## config.mk

```make
export PLATFORM = sky130hd
export DESIGN_NAME = sync_ram_fifo
export DESIGN_NICKNAME = d
export VERILOG_FILES = /design/src/rtl/sync_ram_fifo.sv
export SDC_FILE = /design/constraint.sdc
export NUM_CORES = 1
export LEC_CHECK = 0
export ABC_AREA = 1
export CORE_MARGIN = 4
export CORE_UTILIZATION = 63
export CTS_CLUSTER_SIZE = 24
export DETAILED_ROUTE_END_ITERATION = 6
export DONT_BUFFER_PORTS = 1
export PLACE_DENSITY_LB_ADDON = 0.05
export SLEW_MARGIN = 0
export SYNTH_ARGS = -nofsm -noshare
export SYNTH_HDL_FRONTEND = slang
export SYNTH_SLANG_ARGS = --single-unit
```

## constraint.sdc

```tcl
create_clock -name clk -period 2.4 [get_ports clk]
set_input_delay 0.36 -clock clk [delete_from_list [all_inputs] [get_ports clk]]
set_output_delay 0.36 -clock clk [all_outputs]
set_load 0.01 [all_outputs]
```

## src/rtl/sync_ram_fifo.sv

```systemverilog
module sync_ram_fifo #(
  parameter int DEPTH = 8,
  parameter int WIDTH = 16,
  localparam int AW = (DEPTH > 1) ? $clog2(DEPTH) : 1,
  localparam int CW = $clog2(DEPTH + 1)
) (
  input  logic             clk,
  input  logic             rst_n,
  input  logic             flush,
  input  logic             push,
  input  logic [WIDTH-1:0] din,
  input  logic             pop,
  output logic [WIDTH-1:0] dout,
  output logic             full,
  output logic             empty,
  output logic [CW-1:0]    count
);

  logic [WIDTH-1:0] mem [DEPTH];
  logic [WIDTH-1:0] rd_q, byp_q;
  logic             byp_sel_q;
  logic [AW-1:0]    wr_ptr, rd_ptr, rd_next;
  logic             do_push, do_pop;

  function automatic logic [AW-1:0] step_ptr(input logic [AW-1:0] p);
    return (p == AW'(DEPTH - 1)) ? '0 : p + AW'(1);
  endfunction

  assign full    = (count == CW'(DEPTH));
  assign empty   = (count == '0);
  assign do_push = push && !full && !flush;
  assign do_pop  = pop && !empty && !flush;
  assign rd_next = do_pop ? step_ptr(rd_ptr) : rd_ptr;
  assign dout    = empty ? '0 : (byp_sel_q ? byp_q : rd_q);

  always_ff @(posedge clk) begin
    if (do_push) mem[wr_ptr] <= din;
  end

  // prefetch: read the address that will be the head after this edge
  always_ff @(posedge clk) begin
    rd_q  <= mem[rd_next];
    byp_q <= din;
  end

  always_ff @(posedge clk or negedge rst_n) begin
    if (!rst_n) begin
      wr_ptr    <= '0;
      rd_ptr    <= '0;
      count     <= '0;
      byp_sel_q <= 1'b0;
    end else if (flush) begin
      wr_ptr    <= '0;
      rd_ptr    <= '0;
      count     <= '0;
      byp_sel_q <= 1'b0;
    end else begin
      if (do_push) wr_ptr <= step_ptr(wr_ptr);
      rd_ptr <= rd_next;
      count  <= count + CW'(do_push) - CW'(do_pop);
      // the RAM read misses a word written this edge at the new head
      byp_sel_q <= do_push && (wr_ptr == rd_next);
    end
  end

  p_full_drop_r3: assert property (@(posedge clk) disable iff (!rst_n)
    (full && push && !pop && !flush) |=> (full && $stable(dout)));

  p_empty_pop_r4: assert property (@(posedge clk) disable iff (!rst_n)
    (empty && pop && !push && !flush) |=> (empty && dout == '0));

  p_first_word_r5: assert property (@(posedge clk) disable iff (!rst_n)
    (empty && push && !flush) |=> (!empty && dout == $past(din)));

  p_steady_count_r6: assert property (@(posedge clk) disable iff (!rst_n)
    (!empty && !full && push && pop && !flush) |=> $stable(count));

  p_flush_clear_r7: assert property (@(posedge clk) disable iff (!rst_n)
    flush |=> (empty && count == '0 && dout == '0));

  p_flags_r8: assert property (@(posedge clk) disable iff (!rst_n)
    !(full && empty));

endmodule

```

# [Yosys cells after proc, flatten, opt, wreduce, memory -nomap -nowiden]
# Memories as Yosys holds them, arrays and structs flattened. A register that Yosys moved wholly into a read port is not among the register bits.
# Cells that the tools add are included.
[word_totals] register_bits=27 ramBits=128 input_bits=21 out_inout_bits=22 wordCells=36 mem_count=1
[classes] add_sub_neg=4 n_eq_ne=4 n_mux=12 n_reduce_logical=10
[mem_list] name="mem" words=8 width=16 read_ports=1 rd_clocked_by_memory_dff=1 write_ports=1 line="19" text="logic [WIDTH-1:0] mem [DEPTH];"
[ops] operator="16-bit 2-to-1 mux" n=2
[ops] operator="3-bit 2-to-1 mux" n=6
[ops] operator="3-bit by 1-bit adder with 3-bit output, second input constant" n=2
[ops] operator="3-bit equality test, second input constant" n=2
[ops] operator="1-bit logical AND" n=5
[ops] operator="4-bit by 1-bit adder with 4-bit output" n=1
[ops] operator="4-bit equality test, second input constant" n=1
[ops] operator="4-bit logical NOT" n=1
[ops] operator="4-bit 2-to-1 mux" n=1
[ops] operator="4-bit by 1-bit subtractor with 4-bit output" n=1
[ops] operator="3-bit equality test" n=1
[ops] operator="1-bit logical NOT" n=3
[ops] operator="1-bit 2-to-1 mux" n=3
[ops] operator="2-bit nonzero test" n=1

# [Longest topological paths before layout]
# Gate-level depths: netlist of run 1.
[depth] depth_word=8 depth_mapped=13 mapped_depth_nobuf=13

# [Worst setup path after synthesis of run 1]
# Ideal clock, no wire load.
[synth_path] kind="flip-flop to flip-flop" startpoint="reg count[2]" endpoint="mem mem[0][0], enable pin" setup_time_ps=388 t_arrival_ps=1883 required_time_ps=2012 path_slack_ps=128 stages_incl_launch_ff=8 path_buffers=0 synth_period_minus_slack_ps=2272 path_cell_list="dfrtp_1 > inv_1 > ha_1 > nand2_1 > nand2_1 > nor2_1 > nand2_1 > nor2_1"
[synth_via] elab_chain_len=6
[synth_lines] element="start, declared" line="16" text="output logic [CW-1:0] count"
[synth_lines] element="start signal, assigned" line="60" text="count <= count + CW'(do_push) - CW'(do_pop);"
[synth_lines] element="4-bit equality test" line="29" text="assign full = (count == CW'(DEPTH));"
[synth_lines] element="1-bit logical NOT" line="31" text="assign do_push = push && !full && !flush;"
[synth_lines] element="1-bit logical AND (2 in a row)" line="31"
[synth_lines] element="1-bit 2-to-1 mux" line="37" text="if (do_push) mem[wr_ptr] <= din;"
[synth_lines] element="1-bit 2-to-1 mux (implied by the code)" line="37"
[synth_lines] element="end, declared" line="19"
# Every way passes these cells.

# [Worst setup path after layout of run 1]
[layout_path] startpoint="reg count[2]" endpoint="reg count[1]"
[layout_via] elab_chain_len=7 elab_cells_between_ends=11 classes_between="add/sub (2); eq/ne (1); mux (1); reduce/logical (7)"
[layout_lines] element="4-bit equality test" line="29"
[layout_lines] element="1-bit logical NOT" line="31"
[layout_lines] element="1-bit logical AND (2 in a row)" line="31"
[layout_lines] element="4-bit by 1-bit adder with 4-bit output" line="60"
[layout_lines] element="4-bit by 1-bit subtractor with 4-bit output *" line="60"
[layout_lines] element="4-bit 2-to-1 mux *" line="52" text="end else if (flush) begin"
# Every way passes the cells marked *; elsewhere a longest branch is shown, timed or not.
# A chain may end at the register's enable or synchronous reset.

==> results.cfg, run 1 <==
[grt]
grt_pass1_vias = 4974
overflow = 0
track_usage_pct = 24.76
grt_max_degree = 35
grt_pass1_wl_microns = 26270
antenna_found_initial = 0

[worst_setup_path]
path_cells = inv_1 -> ha_1 -> nand2_1 -> nand2_2 -> nor2_2 -> inv_1 -> ha_1 -> inv_1 -> ha_1 -> fa_2 -> inv_1 -> nor2_1
cp_common_cell = inv_1
reg2reg_to = count[1]
crit_required_ns = 2.75
r2r_start = count[2]
slowest_delay_ns = 0.52
ff2ff_path_depth = 12
cpMaxStageDelayCell = fa_2
critical_path.max_fanout = 3
cp-start-kind = flip-flop
cp.arrival_ns = 2.58
r2r_setup_slack_ns = 0.17
endpoint_kind = flip-flop
crit_type = flip-flop to flip-flop

[clocking]
htree_levels = 4
cts_tree = yes
cts_setup_buffers = 0
clk_pin_slew_ns = 0.06
cts.sinks = 171
cts_buffers = 17
cts_root_buffer = clkbuf_16
cts_buffer_depth = 2
worstSkewPairLatency_ns = 0.42

[synth]
ys_warn_count = 0
ys_seq_elements = 171
seq_area_frac_synth_pct = 63.05
syn_area_sq_mm = 0.007548
synthMuxAreaShare_pct = 2.387
ys.flop_type = edfxtp_1
synth.distinct_cells = 28
synthSimpleGateAreaFrac_pct = 20.49
synth_compound_area_share_pct = 0.7127
synth_top_family_by_area = simple AND/OR/NAND/NOR gates
synth-edff-count = 128
netlist_instances = 747
async_reset_ff_share_pct = 6.433
syn_nets = 779
post_synth.cell_area_avg_sq_um = 10.11
synthXorXnorAreaFrac_pct = 0.2321
synth_fa_ha_area_share_pct = 1.923

[finish]
area_growth_pct = 12.53
post-route-util_pct = 73.45
drive_above_1_share_pct = 11.15
nets = 808
antenna_cells = 0

[sta]
fin_worst_skew_ns = 0.005103
fmax_mhz = 448.7
finalCritPeriodShare_pct = 92.87
slew_headroom_pct = 65.37
slew_viol_final = 0
tightest_slew_ns = 0.5178
whs_ns = 0.03047
min_period_ns = 2.229
final-setup-viol-count = 0
hold_violations = 0

[floorplanning]
die_y_microns = 117.5
die_area_sq_mm = 0.01380
io_pins = 43
placementRows = 39
chipWidth_microns = 117.5
initial_core_util_pct = 65.27
core_area_sq_mm = 0.01156

[route]
drt.antenna.violating_nets = 0
first_pass_iters = 5
post_drt_wl_per_cell_microns = 17.31
drc_errors = 0
drtIter0Drc = 398
drt_wl_total_microns = 16130
vias_per_cell = 5.414
route.vias.total = 5046

[placed_design]
gp_congestion = 0.8409
detailed_place_hpwl_microns = 9422
io_buffer_count = 0

[power]
vdd_drop_max_mv = 0.6182
p_leak_uw = 0.003928
p_per_area_mw_per_mm2 = 1005

[job]
cap_violations = 0

[hold_path]
holdPathStages = 0
min_path_type = input pin to flip-flop
holdPathEnd = mem[4][11]
hp-start = din[11]

[status]
outcome = finished clean
## report_power, final
| part | total [uW] | switching (uW) | internal (uW) |
|---|---|---|---|
| clock | 2540 | 1120 | 1430 |
| sequential | 3570 | 122 | 3450 |
| combinational | 2420 | 1560 | 860 |
| total | 8540 | 2800 | 5740 |
## cells in the final DEF, fill, tap and decap left out
cell           instances
ha_1                  10
xor2_1                 1
clkinvlp_4             5
nand3_2                1
nand2_4                1
fa_2                   1
dlygate4sd3_1         18
nor2_1                17
clkbuf_1               1
nor2_2                 2
inv_2                  2
clkinv_2               2
clkinv_4               1
nor2_8                 1
o21ai_0                2
buf_12                 5
nand2_1              166
nand2_8                1
dfrtp_1               11
buf_6                  1
inv_6                  2
nand3_4                1
bufinv_16              1
clkinv_1               2
xnor2_1                1
inv_8                  1
o21ai_4                2
inv_1                163
o22ai_1                1
a21oi_1                1
clkbuf_16             17
dfxtp_1               32
edfxtp_1             128
nand2_2                6
nand3_1              147
mux2_2                16
buf_4                 19
## state kept, by name (all words and copies together) (netlist names)
register,flops
byp_q,16
byp_sel_q,1
count,4
mem,128
rd_ptr,3
rd_q,16
wr_ptr,3
## timing repair
item | 4_1_cts | 5_1_grt
endpoints found under the setup margin | 0 | 18
hold endpoints to repair | 34 | 0
hold buffers | 18 | 0
gates resized for setup | 0 | 4
## worst max-delay path: cells and delay by family, from the launching register on
kind | cells | cell delay (ns)
adder cells (fa/ha/maj) | 4 | 1.19
flip-flops | 1 | 0.39
buffers and inverters | 4 | 0.21
AND/OR/NAND/NOR | 4 | 0.37
## through the flow
stage          setup slack (ns)  TNS [ns]  cell area (sq um)  std cells  total power [uW]
2_1_floorplan            0.1285         0               7548        747              5475
3_3_place_gp             0.1421         0               7751        882              5941
3_5_place_dp             0.1221         0               7751        882              5997
4_1_cts                 0.09108         0               8483        932              8564
5_1_grt                -0.01354  -0.01354               8494        932              9052
6_report                 0.1712         0               8494        932              8537
## layout make-up
type | count | area, sq um
fillers | 820 | 3070
repair buffers | 43 | 434.2
multi-input cells | 378 | 1951
clock inverters | 14 | 122.6
flip-flops and latches | 171 | 4760
well taps | 143 | 178.9
inverters | 165 | 619.3
clock buffers | 18 | 429.2
## kinds of logic after synthesis
family | after synthesis
and+or+nand+nor | 343
buffers and inverters | 198
DFF | 171
muxes | 16
adders and majority gates | 11
AOI/OAI and AO/OA | 6
xor gates and xnor gates | 2
## cells in the mapped netlist, types with 5 or more instances
master	n	area (sq um)
ha_1	10	125.1
buf_2	16	80.08
dfrtp_1	11	275.3
nand2_2	5	31.28
buf_4	8	60.06
edfxtp_1	128	3844
nor2_1	18	67.56
buf_6	7	78.83
mux2_2	16	180.2
nand3_1	147	735.7
nand2_1	167	626.9
inv_1	163	611.8
dfxtp_1	32	640.6
## routing by layer
layer  vias to the layer above  wire [microns]  track usage, %
li1                       2436               -               -
met1                      2390            6825           32.63
met2                       187            7795           40.28
met3                        33            1060           5.959
met4                         0             447           9.231
met5                         -               0               0
## how the worst max path moves through the flow
stage	from	end	cells after the start	slack, ns
floorplan	count[2]	mem[0][0]	7	0.13
global placement	count[2]	count[2]	12	0.14
detailed placement	count[2]	count[2]	12	0.12
CTS	count[2]	count[2]	12	0.09
global route	count[2]	count[1]	12	-0.01
finish	count[2]	count[1]	12	0.17
Power figures use the tool's default switching activity.
==> run 2, diff against run 1 <==
--- a/config.mk
+++ b/config.mk
@@ -11,6 +11,7 @@
 export CTS_CLUSTER_SIZE = 24
 export DETAILED_ROUTE_END_ITERATION = 6
 export DONT_BUFFER_PORTS = 1
+export HOLD_SLACK_MARGIN = 0.15
 export PLACE_DENSITY_LB_ADDON = 0.05
 export SLEW_MARGIN = 0
 export SYNTH_ARGS = -nofsm -noshare
==> run 2 against run 1 <==
Effect of this change: setup slack worse by 0.0019 ns; combinational power barely moved; highest routed layer unchanged; sequential power barely moved; register-to-register slack about the same; maximum frequency barely moved.
==> results.cfg, run 2 (same netlist as run 1, synthesis figures left out) <==
[status]
outcome = finished clean

[finish]
final_common_cell = nand2_1
nets = 808
seqCellArea_sq_mm = 0.004760
post-route-util_pct = 73.45
area_growth_pct = 12.53
biggestRegsByFlops = mem x128, byp_q x16, rd_q x16
drive_above_1_share_pct = 11.15
largest_reg_flops = 128
final_cell_mix = 166 x nand2_1, 163 x inv_1, 147 x nand3_1
top_register = mem
nFillCells = 820
multi_input_area_sq_mm = 0.001951
antenna_cells = 0

[worst_setup_path]
r2r_start = count[2]
reg2reg_to = count[1]
crit_type = flip-flop to flip-flop
crit_required_ns = 2.75
cp.arrival_ns = 2.58
slowest_delay_ns = 0.52
cp-start-kind = flip-flop
path_cells = inv_1 -> ha_1 -> nand2_1 -> nand2_2 -> nor2_2 -> inv_1 -> ha_1 -> inv_1 -> ha_1 -> fa_2 -> inv_1 -> nor2_1
r2r_setup_slack_ns = 0.17
cp_common_cell = inv_1
critical_path.max_fanout = 3
endpoint = count[1]
endpoint_kind = flip-flop
cpMaxStageDelayCell = fa_2
ff2ff_path_depth = 12
worstSetupStartpoint = count[2]

[grt]
grt_util_met2_pct = 40.43
grt_pass1_vias = 5003
overflow = 0
grt-busiest-layer = met2
grt_pass1_wl_microns = 26230
grt_max_degree = 35
grtUsageMet3_pct = 6.151
track_usage_pct = 24.70
met1_usage_pct = 32.20
antenna_found_initial = 0

[power]
p_leak_uw = 0.003928
vdd_drop_max_mv = 0.6206
p_per_area_mw_per_mm2 = 1008
power.total_uw = 8564

[sta]
setup_ws_ns = 0.1692
slew_viol_final = 0
slew_headroom_pct = 64.72
hold_violations = 0
fin_worst_skew_ns = 0.005356
finalSetupTns_ns = 0
finalCritPeriodShare_pct = 92.95
tightest_slew_ns = 0.5274
min_period_ns = 2.231
fmax_mhz = 448.3
final-setup-viol-count = 0

[floorplanning]
initial_core_util_pct = 65.27
core_area_sq_mm = 0.01156
placementRows = 39
die_area_sq_mm = 0.01380
die_y_microns = 117.5
io_pins = 43
chipWidth_microns = 117.5

[clocking]
cts_buffer_depth = 2
htree_levels = 4
clk_pin_slew_ns = 0.06
worstSkewPairLatency_ns = 0.42
cts_setup_buffers = 0
cts.sinks = 171
cts_tree = yes
cts_root_buffer = clkbuf_16
cts_buffers = 17

[placed_design]
gp_congestion = 0.8409
pre_cts_ws_ns = 0.1221
detailed_place_hpwl_microns = 9422
io_buffer_count = 0

[route]
first_pass_iters = 5
vias_per_cell = 5.407
drt_wl_total_microns = 16180
drc_errors = 0
post_drt_wl_per_cell_microns = 17.36
drt.antenna.violating_nets = 0
route.vias.total = 5039
drtIter0Drc = 464

[hold_path]
min_path_type = input pin to flip-flop

[job]
cap_violations = 0
## run 2: cell counts in the layout (fill, tap and decap cells not counted)
Identical to the previous run, type by type.
## run 2: metal layers
metal,up-vias,share of wire [%]
li1,2436,-
met1,2395,42
met2,176,49
met3,32,6.8
met4,0,2.3
met5,-,0
## run 2: metrics by stage
stage | instances | hold WS, ns | cell area (sq um)
6_report | 932 | 0.1775 | 8494
5_1_grt | 932 | 0.1793 | 8494
4_1_cts | 932 | 0.1510 | 8483
3_5_place_dp | 882 | 0.06467 | 7751
3_3_place_gp | 882 | 0.06468 | 7751
2_1_floorplan | 747 | 0.06441 | 7548
## run 2: worst max-delay path, delay by kind of cell (launching register included)
kind,cells,cell delay [ns]
fa+ha+maj,4,1.19
buf+inv,4,0.22
flops,1,0.39
simple gates,4,0.36
## run 2: how the worst min path moves through the flow
| stage | from | end | slack (ns) | depth (start not counted) |
|---|---|---|---|---|
| final | flush | wr_ptr[1] | 0.18 | 3 |
| after global routing | flush | wr_ptr[0] | 0.18 | 3 |
| after CTS | flush | wr_ptr[1] | 0.15 | 3 |
| after detailed placement | rst_n | byp_sel_q | 0.06 | 0 |
| after global placement | rst_n | byp_sel_q | 0.06 | 0 |
| after floorplan | rst_n | byp_sel_q | 0.06 | 0 |
## run 2: cell type report
class | count | area share, %
clock buffers | 18 | 5.052
clock inverters | 14 | 1.444
multi-input cells | 378 | 22.96
well taps | 143 | 2.106
flip-flops and latches | 171 | 56.03
inverters | 165 | 7.291
repair buffers | 43 | 5.111
## run 2: repair_timing
action                                  in CTS  in global routing
hold buffers                                18                  0
endpoints found under the setup margin       0                 18
resized for setup                            0                  4
endpoints found under the hold margin      162                  0
## run 2: where the power goes
group          internal (uW)  switching, uW  leakage (uW)
Clock                   1430           1110      0.000256
Sequential              3450            124       0.00157
Combinational            861           1590       0.00210
